`src/rtl/lpcirq_pkg.sv`:
```
package lpcirq_pkg;
  localparam int ADDR_W = 3;

  typedef enum logic [ADDR_W-1:0] {
    RA_HC_STAT  = 3'd0,
    RA_HC_MASK  = 3'd1,
    RA_CTRL     = 3'd2,
    RA_ROUTE    = 3'd3,
    RA_OPB_IN   = 3'd4,
    RA_OPB_MASK = 3'd5,
    RA_OPB_STAT = 3'd6,
    RA_POLARITY = 3'd7
  } reg_addr_e;
endpackage

```
`src/rtl/lpcirq_regs.sv`:
```
module lpcirq_regs
  import lpcirq_pkg::*;
#(
  parameter int DATA_W     = 32,
  parameter int NSER       = 16,
  parameter int RT_W       = 2,
  parameter int NORESP_BIT = 20
) (
  input  logic                   clk,
  input  logic                   rst,
  input  logic                   we,
  input  logic [ADDR_W-1:0]      addr,
  input  logic [DATA_W-1:0]      wdata,
  input  logic [DATA_W-1:0]      src_set,
  input  logic                   bus_fail,
  input  logic [DATA_W-1:0]      opb_in,
  input  logic [DATA_W-1:0]      opb_stat,
  output logic [DATA_W-1:0]      hc_stat,
  output logic [DATA_W-1:0]      hc_mask,
  output logic                   ser_en,
  output logic [NSER*RT_W-1:0]   route,
  output logic [DATA_W-1:0]      opb_mask,
  output logic [DATA_W-1:0]      opb_clr,
  output logic [DATA_W-1:0]      rdata
);
  localparam int ROUTE_W = NSER * RT_W;

  logic [DATA_W-1:0] polarity;
  logic [DATA_W-1:0] stat_clr;
  logic [DATA_W-1:0] noresp_vec;
  logic [DATA_W-1:0] rd_mux;
  logic [DATA_W-1:0] route_ext;

  assign stat_clr   = (we && addr == RA_HC_STAT)  ? wdata : '0;
  assign opb_clr    = (we && addr == RA_OPB_STAT) ? wdata : '0;
  assign noresp_vec = DATA_W'(bus_fail) << NORESP_BIT;

  always_comb begin
    route_ext = '0;
    route_ext[ROUTE_W-1:0] = route;
  end

  always_comb begin
    case (addr)
      RA_HC_STAT:  rd_mux = hc_stat;
      RA_HC_MASK:  rd_mux = hc_mask;
      RA_CTRL:     rd_mux = DATA_W'(ser_en);
      RA_ROUTE:    rd_mux = route_ext;
      RA_OPB_IN:   rd_mux = opb_in;
      RA_OPB_MASK: rd_mux = opb_mask;
      RA_OPB_STAT: rd_mux = opb_stat;
      default:     rd_mux = polarity;
    endcase
  end

  always_ff @(posedge clk) begin
    if (rst) begin
      hc_stat  <= '0;
      hc_mask  <= '0;
      ser_en   <= 1'b0;
      route    <= '0;
      opb_mask <= '0;
      polarity <= '0;
      rdata    <= '0;
    end else begin
      hc_stat <= (hc_stat & ~stat_clr) | src_set | noresp_vec;
      rdata   <= rd_mux;
      if (we) begin
        case (addr)
          RA_HC_MASK:  hc_mask  <= wdata;
          RA_CTRL:     ser_en   <= wdata[0];
          RA_ROUTE:    route    <= wdata[ROUTE_W-1:0];
          RA_OPB_MASK: opb_mask <= wdata;
          RA_POLARITY: polarity <= wdata;
          default:     ;
        endcase
      end
    end
  end

  AST_NORESP_SETS: assert property (@(posedge clk) disable iff (rst)
    bus_fail |=> hc_stat[NORESP_BIT]);

  AST_STAT_STICKY: assert property (@(posedge clk) disable iff (rst)
    1'b1 |=> (($past(hc_stat) & ~$past(stat_clr)) & ~hc_stat) == '0);
endmodule

```
`src/rtl/lpcirq_router.sv`:
```
module lpcirq_router #(
  parameter int DATA_W = 32,
  parameter int NSER   = 16,
  parameter int NLINE  = 4,
  parameter int RT_W   = 2
) (
  input  logic                 clk,
  input  logic                 rst,
  input  logic                 route_mode,
  input  logic [DATA_W-1:0]    hc_stat,
  input  logic [DATA_W-1:0]    hc_mask,
  input  logic                 ser_en,
  input  logic [NSER*RT_W-1:0] route,
  output logic [NLINE-1:0]     ser_lines,
  output logic                 remain_any
);
  localparam logic [DATA_W-1:0] SER_BITS = DATA_W'((64'd1 << NSER) - 64'd1);

  logic [DATA_W-1:0] active;
  logic [DATA_W-1:0] gated;
  logic [DATA_W-1:0] remain;

  assign active = hc_stat & hc_mask;
  assign gated  = ser_en ? active : (active & ~SER_BITS);
  assign remain = route_mode ? (gated & ~SER_BITS) : gated;
  assign remain_any = |remain;

  for (genvar l = 0; l < NLINE; l++) begin : g_line
    logic [NSER-1:0] hit;
    always_comb begin
      for (int s = 0; s < NSER; s++) begin
        hit[s] = gated[s] && (route[s*RT_W +: RT_W] == RT_W'(l));
      end
    end
    assign ser_lines[l] = route_mode && (|hit);
  end

  AST_MERGED_QUIET: assert property (@(posedge clk) disable iff (rst)
    !route_mode |-> ser_lines == '0);

  AST_SER_DISABLED_QUIET: assert property (@(posedge clk) disable iff (rst)
    !ser_en |-> ser_lines == '0);
endmodule

```
`src/rtl/lpcirq_opb_latch.sv`:
```
module lpcirq_opb_latch #(
  parameter int DATA_W  = 32,
  parameter int LPC_BIT = 0
) (
  input  logic              clk,
  input  logic              rst,
  input  logic              remain_any,
  input  logic [DATA_W-1:0] opb_mask,
  input  logic [DATA_W-1:0] opb_clr,
  output logic [DATA_W-1:0] opb_in,
  output logic [DATA_W-1:0] opb_stat,
  output logic              irq
);
  assign opb_in = DATA_W'(remain_any) << LPC_BIT;
  assign irq    = |opb_stat;

  always_ff @(posedge clk) begin
    if (rst) opb_stat <= '0;
    else     opb_stat <= (opb_stat & ~opb_clr) | (opb_in & opb_mask);
  end

  AST_OPB_STICKY: assert property (@(posedge clk) disable iff (rst)
    1'b1 |=> (($past(opb_stat) & ~$past(opb_clr)) & ~opb_stat) == '0);

  AST_IRQ_HAS_CAUSE: assert property (@(posedge clk) disable iff (rst)
    $rose(irq) |-> $past((opb_in & opb_mask) != '0));
endmodule

```
`src/rtl/lpcirq_agg_top.sv`:
```
module lpcirq_agg_top
  import lpcirq_pkg::*;
#(
  parameter int DATA_W     = 32,
  parameter int NSER       = 16,
  parameter int NLINE      = 4,
  parameter int NORESP_BIT = 20,
  parameter int LPC_BIT    = 0
) (
  input  logic              clk,
  input  logic              rst,
  input  logic              route_mode_i,
  input  logic              reg_we_i,
  input  logic [ADDR_W-1:0] reg_addr_i,
  input  logic [DATA_W-1:0] reg_wdata_i,
  output logic [DATA_W-1:0] reg_rdata_o,
  input  logic [DATA_W-1:0] src_set_i,
  input  logic              bus_fail_i,
  output logic [NLINE-1:0]  serirq_o,
  output logic              hc_irq_o
);
  localparam int RT_W = (NLINE > 1) ? $clog2(NLINE) : 1;

  logic [DATA_W-1:0]    hc_stat, hc_mask, opb_mask, opb_clr, opb_in, opb_stat;
  logic                 ser_en, remain_any;
  logic [NSER*RT_W-1:0] route;

  lpcirq_regs #(
    .DATA_W(DATA_W), .NSER(NSER), .RT_W(RT_W), .NORESP_BIT(NORESP_BIT)
  ) u_regs (
    .clk(clk), .rst(rst), .we(reg_we_i), .addr(reg_addr_i), .wdata(reg_wdata_i),
    .src_set(src_set_i), .bus_fail(bus_fail_i), .opb_in(opb_in),
    .opb_stat(opb_stat), .hc_stat(hc_stat), .hc_mask(hc_mask), .ser_en(ser_en),
    .route(route), .opb_mask(opb_mask), .opb_clr(opb_clr), .rdata(reg_rdata_o)
  );

  lpcirq_router #(
    .DATA_W(DATA_W), .NSER(NSER), .NLINE(NLINE), .RT_W(RT_W)
  ) u_router (
    .clk(clk), .rst(rst), .route_mode(route_mode_i), .hc_stat(hc_stat),
    .hc_mask(hc_mask), .ser_en(ser_en), .route(route),
    .ser_lines(serirq_o), .remain_any(remain_any)
  );

  lpcirq_opb_latch #(
    .DATA_W(DATA_W), .LPC_BIT(LPC_BIT)
  ) u_opb (
    .clk(clk), .rst(rst), .remain_any(remain_any), .opb_mask(opb_mask),
    .opb_clr(opb_clr), .opb_in(opb_in), .opb_stat(opb_stat), .irq(hc_irq_o)
  );

  AST_MASKED_IDLE: assert property (@(posedge clk) disable iff (rst)
    (hc_stat & hc_mask) == '0 |-> (serirq_o == '0 && opb_in == '0));
endmodule

```
`config.mk`:
```
export PLATFORM = sky130hd
export DESIGN_NAME = lpcirq_agg_top
export DESIGN_NICKNAME = d
export VERILOG_FILES = /design/src/rtl/lpcirq_pkg.sv /design/src/rtl/lpcirq_regs.sv /design/src/rtl/lpcirq_router.sv /design/src/rtl/lpcirq_opb_latch.sv /design/src/rtl/lpcirq_agg_top.sv
export SDC_FILE = /design/constraint.sdc
export NUM_CORES = 1
export LEC_CHECK = 0
export BUFFER_PORTS_ARGS = -buffer_cell sky130_fd_sc_hd__buf_2
export CORE_ASPECT_RATIO = 2
export CORE_MARGIN = 1.5
export CORE_UTILIZATION = 58
export DETAILED_ROUTE_END_ITERATION = 7
export GPL_TIMING_DRIVEN = 0
export PLACE_DENSITY = 0.83
export SLEW_MARGIN = 20
export SYNTH_ARGS = -nofsm -noshare
export SYNTH_HDL_FRONTEND = slang
export SYNTH_SLANG_ARGS = --single-unit
```
`constraint.sdc`:
```
create_clock -name clk -period 2 [get_ports clk]
set_input_delay 0.2 -clock clk [delete_from_list [all_inputs] [get_ports clk]]
set_output_delay 0.2 -clock clk [all_outputs]
set_load 0.01 [all_outputs]
```
# Word-level counts from Yosys, hierarchy flattened
# Cells that the tools add are included.
op_classes:
  n_eq_ne: 55
  muxes: 5
  n_bitwise: 9
  n_reduce_logical: 98
ops:
  columns: ["cell", "count"]
  rows:
  - ["$pmux W32 S7", 1]
  - ["$and A32 B32 Y32", 3]
  - ["$logic_and A1 B1 Y1", 70]
  - ["$eq A2 B2 Y1 const B", 32]
  - ["$mux W32", 2]
  - ["$not A32 Y32", 2]
  - ["$or A32 B32 Y32", 2]
  - ["$reduce_or A16 Y1", 4]
  - ["$reduce_or A32 Y1", 2]
  - ["$and A1 B32 Y32", 1]
  - ["$eq A2 B1 Y1 const B", 16]
  - ["$logic_not A2 Y1", 16]
  - ["$mux W16", 2]
  - ["$or A32 B21 Y32", 1]
  - ["$eq A3 B3 Y1 const B", 4]
  - ["$reduce_and A2 Y1", 5]
  - ["$eq A3 B2 Y1 const B", 2]
  - ["$eq A3 B1 Y1 const B", 1]
  - ["$logic_not A3 Y1", 1]
totals:
  input_bits: 72
  out_inout_bits: 37
  elab_cells: 175
  reg_bits: 225

# Longest topological paths before layout
# Gate-level depths: netlist of run 1.
depth:
  depth_word: 7
  mapped_depth: 8
  depth_no_buf: 5

# Hierarchy
# From an unflattened synthesis of run 1, not the netlist that was laid out.
unflattened:
  hier_cells: 1303
  hier_area_um2: 10405.0
modules_own_cells:
  columns: ["module", "cells_each", "seq_area_each_um2", "area_per_inst_um2", "n_inst"]
  rows:
  - ["lpcirq_regs", 1054, 3863.7, 8291.7, 1]
  - ["lpcirq_opb_latch", 113, 640.6, 1231.2, 1]
  - ["lpcirq_router", 136, 0.0, 882.1, 1]

# Least setup slack after synthesis of run 1
# Ideal clock, no wire load.
synth_timing:
  path_type: "register to output"
  start: "reg u_regs.ser_en"
  end: "out serirq_o[2]"
  path_buffers: 1
  arrival_ns: 1.366
  path_stages_with_launch: 7
  path_slack_ns: 0.434
  required_time_ns: 1.800
  path_cell_list: "dfxtp_1 buf_6 and3_4 nor2b_1 a22oi_1 o211ai_1 o41a_1"
synth_between:
  elab_chain_len: 4
  word_cells_on_any_way: 19
synth_rtl:
  columns: ["item", "line_no", "rtl"]
  rows:
  - ["start, declared", "lpcirq_regs.sv:20", "output logic ser_en,"]
  - ["start signal, assigned", "lpcirq_regs.sv:71", "RA_CTRL: ser_en <= wdata[0];"]
  - ["$mux W16 (*)", "lpcirq_router.sv:24", "assign gated = ser_en ? active : (active & ~SER_BITS);"]
  - ["$logic_and A1 B1 Y1", "lpcirq_router.sv:32", "hit[s] = gated[s] && (route[s*RT_W +: RT_W] == RT_W'(l));"]
  - ["$reduce_or A16 Y1 (*)", "lpcirq_router.sv:35", "assign ser_lines[l] = route_mode && (|hit);"]
  - ["$logic_and A1 B1 Y1 (*)", "lpcirq_router.sv:35", null]
  - ["end, declared", "lpcirq_agg_top.sv:19", "output logic [NLINE-1:0] serirq_o,"]
# Mark *: on every way between the ends. The rest lies on a longest branch, timed or not.

# Worst setup path in the final report of run 1
# Ends and elaborated chain as after synthesis.

==> impl_results.md, run 1 <==
- Outcome: finished, violations left
- Violations in the final reports: negative setup slack
- Vias per std cell: ~6.6
- Cell family contributing the most delay on the critical path: compound AO/OA/AOI/OAI gates
- Boundary Pins: 109
- Reported max-cap violation count: 0
- Final Wtd Congestion: 1.01
- RSZ-0062 raised after global routing: true
- Final period demand of the worst path: 2.34 ns
- Dpl cell area: between 10,000 and 15,000 um^2
- Critical path, cell by cell: buf_6, buf_8, nand3_4, nor3_2, a211oi_2, o2111ai_2, o41a_1, buf_2
- Post-route cell area: 11,600 um^2
- Global routing usage on met3: 0.126
- Total setup violations reported at the end of the flow: 5
- Iteration count of the initial detailed-routing pass: 6
- IO Port Bufs: between 100 and 150
- Antenna violations before repair: 2
- TritonCTS clock tree: yes
- Antenna Cells: 0
- Worst VDD drop: 0.727 mV
- Leakage power total: 4.19 nW
- Number of different library cells in the post-synthesis netlist: 46
- Post-Syn Area per Cell: ~8.1 um^2
- Number of buffers on the longest clock path: 3
- Power per cell area: 817 nW/um^2
- Area growth from synthesis to final layout: 24.5%
- Chip Width: between 90 and 100 um
- Most congested layer reported by global routing: met2
- Final clock period utilization by the worst path: 1.17
- Final HPWL from detailed placement: 27,500 um
- Netlist Area Pre-Place: 9360 um^2
- Synth Register Bits: between 200 and 250
- Slew Viols, Final: 0
- Crit path required time: around 1.8 ns
- Count of endpoints failing hold in the final timing report: 0
- Clock latency on the worst-skew pair: 0.52 ns
- Setup WS post-layout: -0.345 ns
- Area of the die: 16,900 um^2
- DR DRC count: 0
- Path type of the worst setup path: flop to output port
- Worst-path cell with the longest stage delay: sky130_fd_sc_hd__o41a_1
- Buffer type at the clock tree root: sky130_fd_sc_hd__clkbuf_16
- Number of rows created at floorplan: 65
- Final Routed Wirelength: 39,700 um
- Vias: 10,370
- Synthesized instance count: 1,162
- Main flop type after synthesis: sky130_fd_sc_hd__dfxtp_1
- Core area: 15,800 um^2
- Post-Synthesis Net Count: about 1,200
- Antenna viol nets, final: 0
- Portion of the post-synthesis area used by sequential elements: 0.481
- Largest net degree at the start of global routing: 16
- Count of buffering cells on the critical path with inverters included: 3
- Critical Path Sink Type: output port
- Relative slew slack: 0.355
- Util after Layout: 0.738
- Total power consumption of the routed design: 0.00952 W
- Startpoint type of the worst setup path: flop
- DR iter-0 viols: 1,079
- Num CTS Buffers: 20
- Die H: 183 um
- GRT overflow: 0
- Routed len/inst: 25.2 um
- Yosys Warn Count: 0
- Timing-limited maximum frequency: 427 MHz
- Wire length of the first global-routing pass: about 60,000 um
- Starting utilization of the core area: 0.593
- Setup Skew: 0.0173 ns
- Worst Max-Slew Pin Slew: 0.968 ns
- Met2 usage in global routing: 0.774
- EDFF count, synth: 0
- Fraction of final layout cells sized beyond drive strength 1: 0.164
- Number of global-route vias before repair: 10,114
- Largest stage delay on the critical path: 0.35 ns
- Global-route usage over all layers: 0.471
- FFs w/ async S/R, synth: 0
- Net count, final: 1,434
- CP Data Arrival Time: 2.14 ns
- # clock sinks: 225
- Type of the worst min-delay path: input port to flop
- Depth of the CTS H-tree: 1
- Met1 Track Usage GR: 0.471
- Crit Path Max Fanout: 10
- Clock-pin slew on the worst setup and hold paths: 0.07 ns
-- metal layers --
layer  part of all wire  routed length (um)  vias to the layer above
li1                   -                   -                     4495
met1               0.30               11800                     4696
met2               0.47               18800                      876
met3               0.11                4250                      301
met4               0.12                4780                        2
met5            0.00033                  13                        -
-- cells by family after synthesis --
group / count (synthesis) / share of synthesized area
and+or+nand+nor: 457 / 0.214
AOI/OAI and AO/OA: 368 / 0.243
DFF: 225 / 0.481
buffers and inverters: 110 / 0.0588
muxes: 2 / 0.00214
-- final cells by class --
type                            instances  area, um^2
Clock inverter                          5        50.0
Buffer                                 89         482
Sequential cell                       225        4520
Timing Repair Buffer                  178        1230
Clock buffer                           30         609
Multi-Input combinational cell        827        4420
Tap cell                              201         251
Fill cell                            1230        4130
Inverter                               21        78.8
-- stage by stage --
step	hold WS (ns)	TNS [ns]	instances	setup slack [ns]
2_1_floorplan	0.288	0	1162	0.434
3_3_place_gp	0.401	0	1470	0.00381
3_5_place_dp	0.412	0	1470	0.0149
4_1_cts	0.00879	-1.17	1574	-0.338
5_1_grt	0.0279	-1.48	1576	-0.417
6_report	0.0230	-1.31	1576	-0.345
-- final timing paths --
check / from / endpoint / slack, ns / cells after the start
max reg2reg: u_regs.hc_stat[1] / u_regs.rdata[0] / 0.16 / 5
min: reg_wdata_i[31] / u_regs.opb_mask[31] / 0.02 / 3
min reg2reg: u_regs.polarity[19] / u_regs.polarity[19] / 0.46 / 2
max: u_regs.ser_en / serirq_o[2] / -0.34 / 8
-- registers in the layout, indices dropped and copies added (netlist names) --
name,cells
u_regs.hc_mask,32
u_opb.opb_stat,32
u_regs.opb_mask,32
u_regs.ser_en,1
u_regs.rdata,32
u_regs.route,32
u_regs.hc_stat,32
u_regs.polarity,32
-- Yosys cell counts (all sizes together), types with 2 or more instances --
master | instances | area, um^2
o22ai | 4 | 25.0
nor4 | 8 | 50.1
clkbuf | 44 | 165
or3 | 5 | 31.3
a22o | 6 | 52.6
a221oi | 6 | 52.6
and3b | 2 | 17.5
nor3 | 13 | 76.3
inv | 21 | 78.8
a31oi | 32 | 200
a21oi | 194 | 971
nand2 | 297 | 1110
a22oi | 98 | 736
and3 | 5 | 36.3
nor2 | 52 | 198
nand2b | 31 | 194
and4 | 3 | 26.3
a2111oi | 3 | 26.3
nand3 | 15 | 75.1
o41a | 2 | 22.5
nor2b | 2 | 12.5
mux2i | 2 | 20.0
nand4 | 13 | 81.3
buf | 45 | 307
dfxtp | 225 | 4500
o32ai | 8 | 70.1
a211oi | 5 | 37.5
a311oi | 2 | 17.5
and2 | 6 | 37.5
a32oi | 3 | 26.3
-- tightest hold or removal path, cell delays in order --
cell and delay [ns]:
sky130_fd_sc_hd__buf_2 0.16, sky130_fd_sc_hd__nand2_1 0.07, sky130_fd_sc_hd__a21oi_1 0.05
-- layout by cell type, fill, tap and decap left out, types with 6 or more instances in the layout --
| cell | netlist | final |
|---|---|---|
| sky130_fd_sc_hd__nand2_1 | 297 | 297 |
| sky130_fd_sc_hd__dfxtp_1 | 225 | 211 |
| sky130_fd_sc_hd__a21oi_1 | 194 | 194 |
| sky130_fd_sc_hd__buf_2 | 23 | 129 |
| sky130_fd_sc_hd__a22oi_1 | 98 | 98 |
| sky130_fd_sc_hd__dlygate4sd3_1 | 0 | 63 |
| sky130_fd_sc_hd__nor2_1 | 51 | 51 |
| sky130_fd_sc_hd__clkbuf_1 | 44 | 48 |
| sky130_fd_sc_hd__a31oi_1 | 32 | 32 |
| sky130_fd_sc_hd__nand2b_1 | 31 | 31 |
| sky130_fd_sc_hd__inv_1 | 21 | 21 |
| sky130_fd_sc_hd__clkbuf_16 | 0 | 21 |
| sky130_fd_sc_hd__buf_4 | 13 | 19 |
| sky130_fd_sc_hd__dfxtp_2 | 0 | 14 |
| sky130_fd_sc_hd__nand4_1 | 13 | 13 |
| sky130_fd_sc_hd__nand3_1 | 15 | 12 |
| sky130_fd_sc_hd__nor3_1 | 12 | 11 |
| sky130_fd_sc_hd__buf_6 | 8 | 10 |
| sky130_fd_sc_hd__and2_1 | 6 | 6 |
| sky130_fd_sc_hd__a22o_1 | 6 | 6 |
| sky130_fd_sc_hd__a221oi_1 | 6 | 6 |
-- power breakdown --
| group | switching, W | leakage, nW | internal, W |
|---|---|---|---|
| Clock | 0.00174 | 0.329 | 0.00223 |
| Sequential | 0.000165 | 1.84 | 0.00460 |
| Combinational | 0.000486 | 2.03 | 0.000297 |
| Total | 0.00239 | 4.19 | 0.00713 |
-- timing repair --
action | 4_1_cts | 5_1_grt
hold buffers | 63 | 0
cloned | 0 | 1
setup endpoints to repair | 5 | 5
pin swaps | 14 | 4
hold endpoints to repair | 113 | 0
resized for setup | 29 | 13
buffers inserted | 6 | 1
Power figures use the tool's default switching activity.
==> run 2, diff against run 1 <==
Settings changed: CORE_UTILIZATION 58 to 30, PLACE_DENSITY 0.83 to 0.51, RECOVER_POWER set to 100.
==> run 2 against run 1 <==
Compared with the run above: die area rose by 91%; clock-buffer cell count shrank 3; flip-flop and latch count unchanged; largest power group is now the clock network; global-route usage decreased by 21 points; clock power grew 24%; the flow still finishes with violations (negative setup slack); critical path depth fell by 1; worst setup slack got worse by 0.069 ns.
==> impl_results.md, run 2 (synthesis gave the netlist of run 1 again) <==
- Outcome: finished, violations left
- Violations in the final reports: negative setup slack
- Total setup violations reported at the end of the flow: 8 (+3)
- Vias per std cell: 5.47 (-17%)
- Leakage power total: 4.11 nW (-2.0%)
- DR iter-0 viols: 680 (-37%)
- Vias: 9,594 (-7.5%)
- IO Port Bufs: 107 (unchanged)
- Final clock period utilization by the worst path: 1.21 (+0.0343)
- Depth of the CTS H-tree: 1 (unchanged)
- Number of global-route vias before repair: 9,265 (-8.4%)
- Antenna violations before repair: 0 (-2)
- DR DRC count: 0 (unchanged)
- Placed cell count: 1,641 (+12%)
- Chip Width: 128 um (+38%)
- Wire length of the first global-routing pass: 61,500 um (+3.9%)
- Count of endpoints failing hold in the final timing report: 0 (unchanged)
- Portion of total power attributed to combinational logic: 0.074 (-0.008)
- Count of buffering cells on the critical path with inverters included: 2 (-1)
- Critical path, cell by cell: clkbuf_4, and3_4, nor2b_4, a22oi_2, o211ai_1, o41a_1, buf_2
- Final Wtd Congestion: 0.956 (-5.2%)
- Num CTS Buffers: 22 (+10%)
- Buffer type at the clock tree root: sky130_fd_sc_hd__clkbuf_16
- Portion of total power attributed to the clock network: 0.470 (+0.052)
- Cell family contributing the most delay on the critical path: compound AO/OA/AOI/OAI gates
- Clock-pin slew on the worst setup and hold paths: 0.07 ns (about the same)
- Core area: 30,700 um^2 (+95%)
- RSZ-0062 raised after global routing: true
- Critical Path Sink Type: output port
- Path type of the worst setup path: flop to output port
- Switching portion of total power: 0.250 (-0.00188)
- Die H: 253 um (+38%)
- Number of buffers on the longest clock path: 3 (unchanged)
- Net count, final: 1,437 (+0.21%)
- Worst VDD drop: 0.624 mV (-14%)
- Final Routed Wirelength: 43,300 um (+9.0%)
- Crit Path Max Fanout: 5 (-5)
- Worst-path cell with the longest stage delay: sky130_fd_sc_hd__o41a_1
- Power per cell area: 867 nW/um^2 (+6.1%)
- Type of the worst min-delay path: input port to flop
- TritonCTS clock tree: yes
- Crit path required time: 1.80 ns (about the same)
- # clock sinks: 225 (unchanged)
- Clock latency on the worst-skew pair: 0.54 ns (+0.02 ns)
- Antenna Cells: 0 (unchanged)
- Startpoint type of the worst setup path: flop
- Global-route usage over all layers: 0.264 (-0.207)
- Boundary Pins: 109 (unchanged)
- Routed len/inst: 24.7 um (-2.0%)
- Final Hold Slack: 0.236 ns (+0.213 ns)
- Setup slack after placement: -0.219 ns (-0.234 ns)
- Area of the die: 32,300 um^2 (+91%)
- CP Data Arrival Time: 2.21 ns (+0.07 ns)
- Part of the power in registers: 0.455 (-0.045)
- Area growth from synthesis to final layout: 29.0%
- Final HPWL from detailed placement: 33,100 um (+20%)
- Commonest non-fill, non-tap cell in the layout: sky130_fd_sc_hd__nand2_1
- Largest net degree at the start of global routing: 17 (+1)
- Non-filler cells in the finished layout: 1,753 (+11%)
- Timing-limited maximum frequency: 414 MHz (-2.8%)
- Relative slew slack: 0.374 (+0.0192)
- Slew Viols, Final: 0 (unchanged)
- Largest stage delay on the critical path: 0.39 ns (+0.04 ns)
- Reported max-cap violation count: 0 (unchanged)
- Power dissipated by switching net loads: 0.00261 W (+9.0%)
- GRT overflow: 0 (unchanged)
- Iteration count of the initial detailed-routing pass: 5 (-1)
- Setup WS post-layout: -0.413 ns (-0.0686 ns)
- Antenna viol nets, final: 0 (unchanged)
- Total power consumption of the routed design: 0.0105 W (+9.9%)
- Worst Max-Slew Pin Slew: 0.939 ns (-0.0288 ns)
- Final period demand of the worst path: 2.41 ns (+0.0686 ns)
- Fraction of final layout cells sized beyond drive strength 1: 0.143 (-0.0210)
- Most frequent cells in the layout: 297 x sky130_fd_sc_hd__nand2_1, 210 x sky130_fd_sc_hd__dfxtp_1, 194 x sky130_fd_sc_hd__a21oi_1
- Number of rows created at floorplan: 91 (+40%)
- Setup Skew: 0.0291 ns (+0.0118 ns)
- Int Power: 0.00785 W (+10%)
- Starting utilization of the core area: 0.304 (-0.289)
-- run 2: changes by cell type in the layout (fill, tap and decap cells not counted), moves of 5 or more --
cell and change:
sky130_fd_sc_hd__clkbuf_1 +42, sky130_fd_sc_hd__buf_2 -43, sky130_fd_sc_hd__bufinv_16 +5, sky130_fd_sc_hd__buf_4 -9, sky130_fd_sc_hd__clkbuf_2 +8
-- run 2: worst paths after layout --
path         slack (ns)             endpoint           startpoint  depth (start not counted)
max               -0.41          serirq_o[2]        u_regs.ser_en                          7
min                0.24      u_regs.rdata[0]         route_mode_i                          4
max reg2reg        0.14      u_regs.rdata[0]    u_regs.hc_stat[1]                          5
min reg2reg        0.45  u_regs.opb_mask[13]  u_regs.opb_mask[13]                          2
-- run 2: power groups by stage --
| stage | logic (W) | clock network, W | registers [W] |
|---|---|---|---|
| after floorplan | 0.000338 | 0 | 0.00477 |
| after global routing | 0.000837 | 0.00512 | 0.00476 |
| final | 0.000779 | 0.00492 | 0.00476 |
| after global placement | 0.000674 | 0 | 0.00485 |
| after detailed placement | 0.000680 | 0 | 0.00485 |
| after CTS | 0.000788 | 0.00496 | 0.00476 |
-- run 2: metrics by stage --
| stage | TNS, ns | instance area, um^2 | utilization |
|---|---|---|---|
| after detailed placement | -2.57 | 10400 | 0.337 |
| after global placement | -2.41 | 10400 | 0.337 |
| after CTS | -1.57 | 12100 | 0.392 |
| after floorplan | 0 | 9360 | - |
| after global routing | -3.13 | 12100 | 0.393 |
| final | -1.94 | 12100 | 0.393 |
-- run 2: timing repair --
action	CTS	global route
hold endpoints to repair	188	0
setup endpoints to repair	5	6
hold buffers	67	0
pin swaps	12	16
gates cloned	0	1
gates resized for setup	41	21
setup buffers	3	1
-- run 2: area by class of cell --
class                           instances  area (um^2)
Fill cell                            3190        18700
Multi-Input combinational cell        827         4510
Sequential cell                       225         4530
Tap cell                              372          465
Clock buffer                           27          609
Inverter                               21         78.8
Clock inverter                         13          239
Timing Repair Buffer                  179         1200
Buffer                                 89          435
-- run 2: metal layers --
layer / track usage / up-vias / share of wire
li1: - / 4496 / -
met3: 0.0284 / 162 / 0.039
met1: 0.252 / 4559 / 0.33
met5: 0 / - / 0
met4: 0.221 / 0 / 0.10
met2: 0.494 / 377 / 0.53
-- run 2: worst register-to-register path, delay by kind of cell (launching register included) --
family           cells  cell delay [ns]
AO/OA/AOI/OAI        3             0.77
flip-flops           1             0.60
AND/OR/NAND/NOR      2             0.35
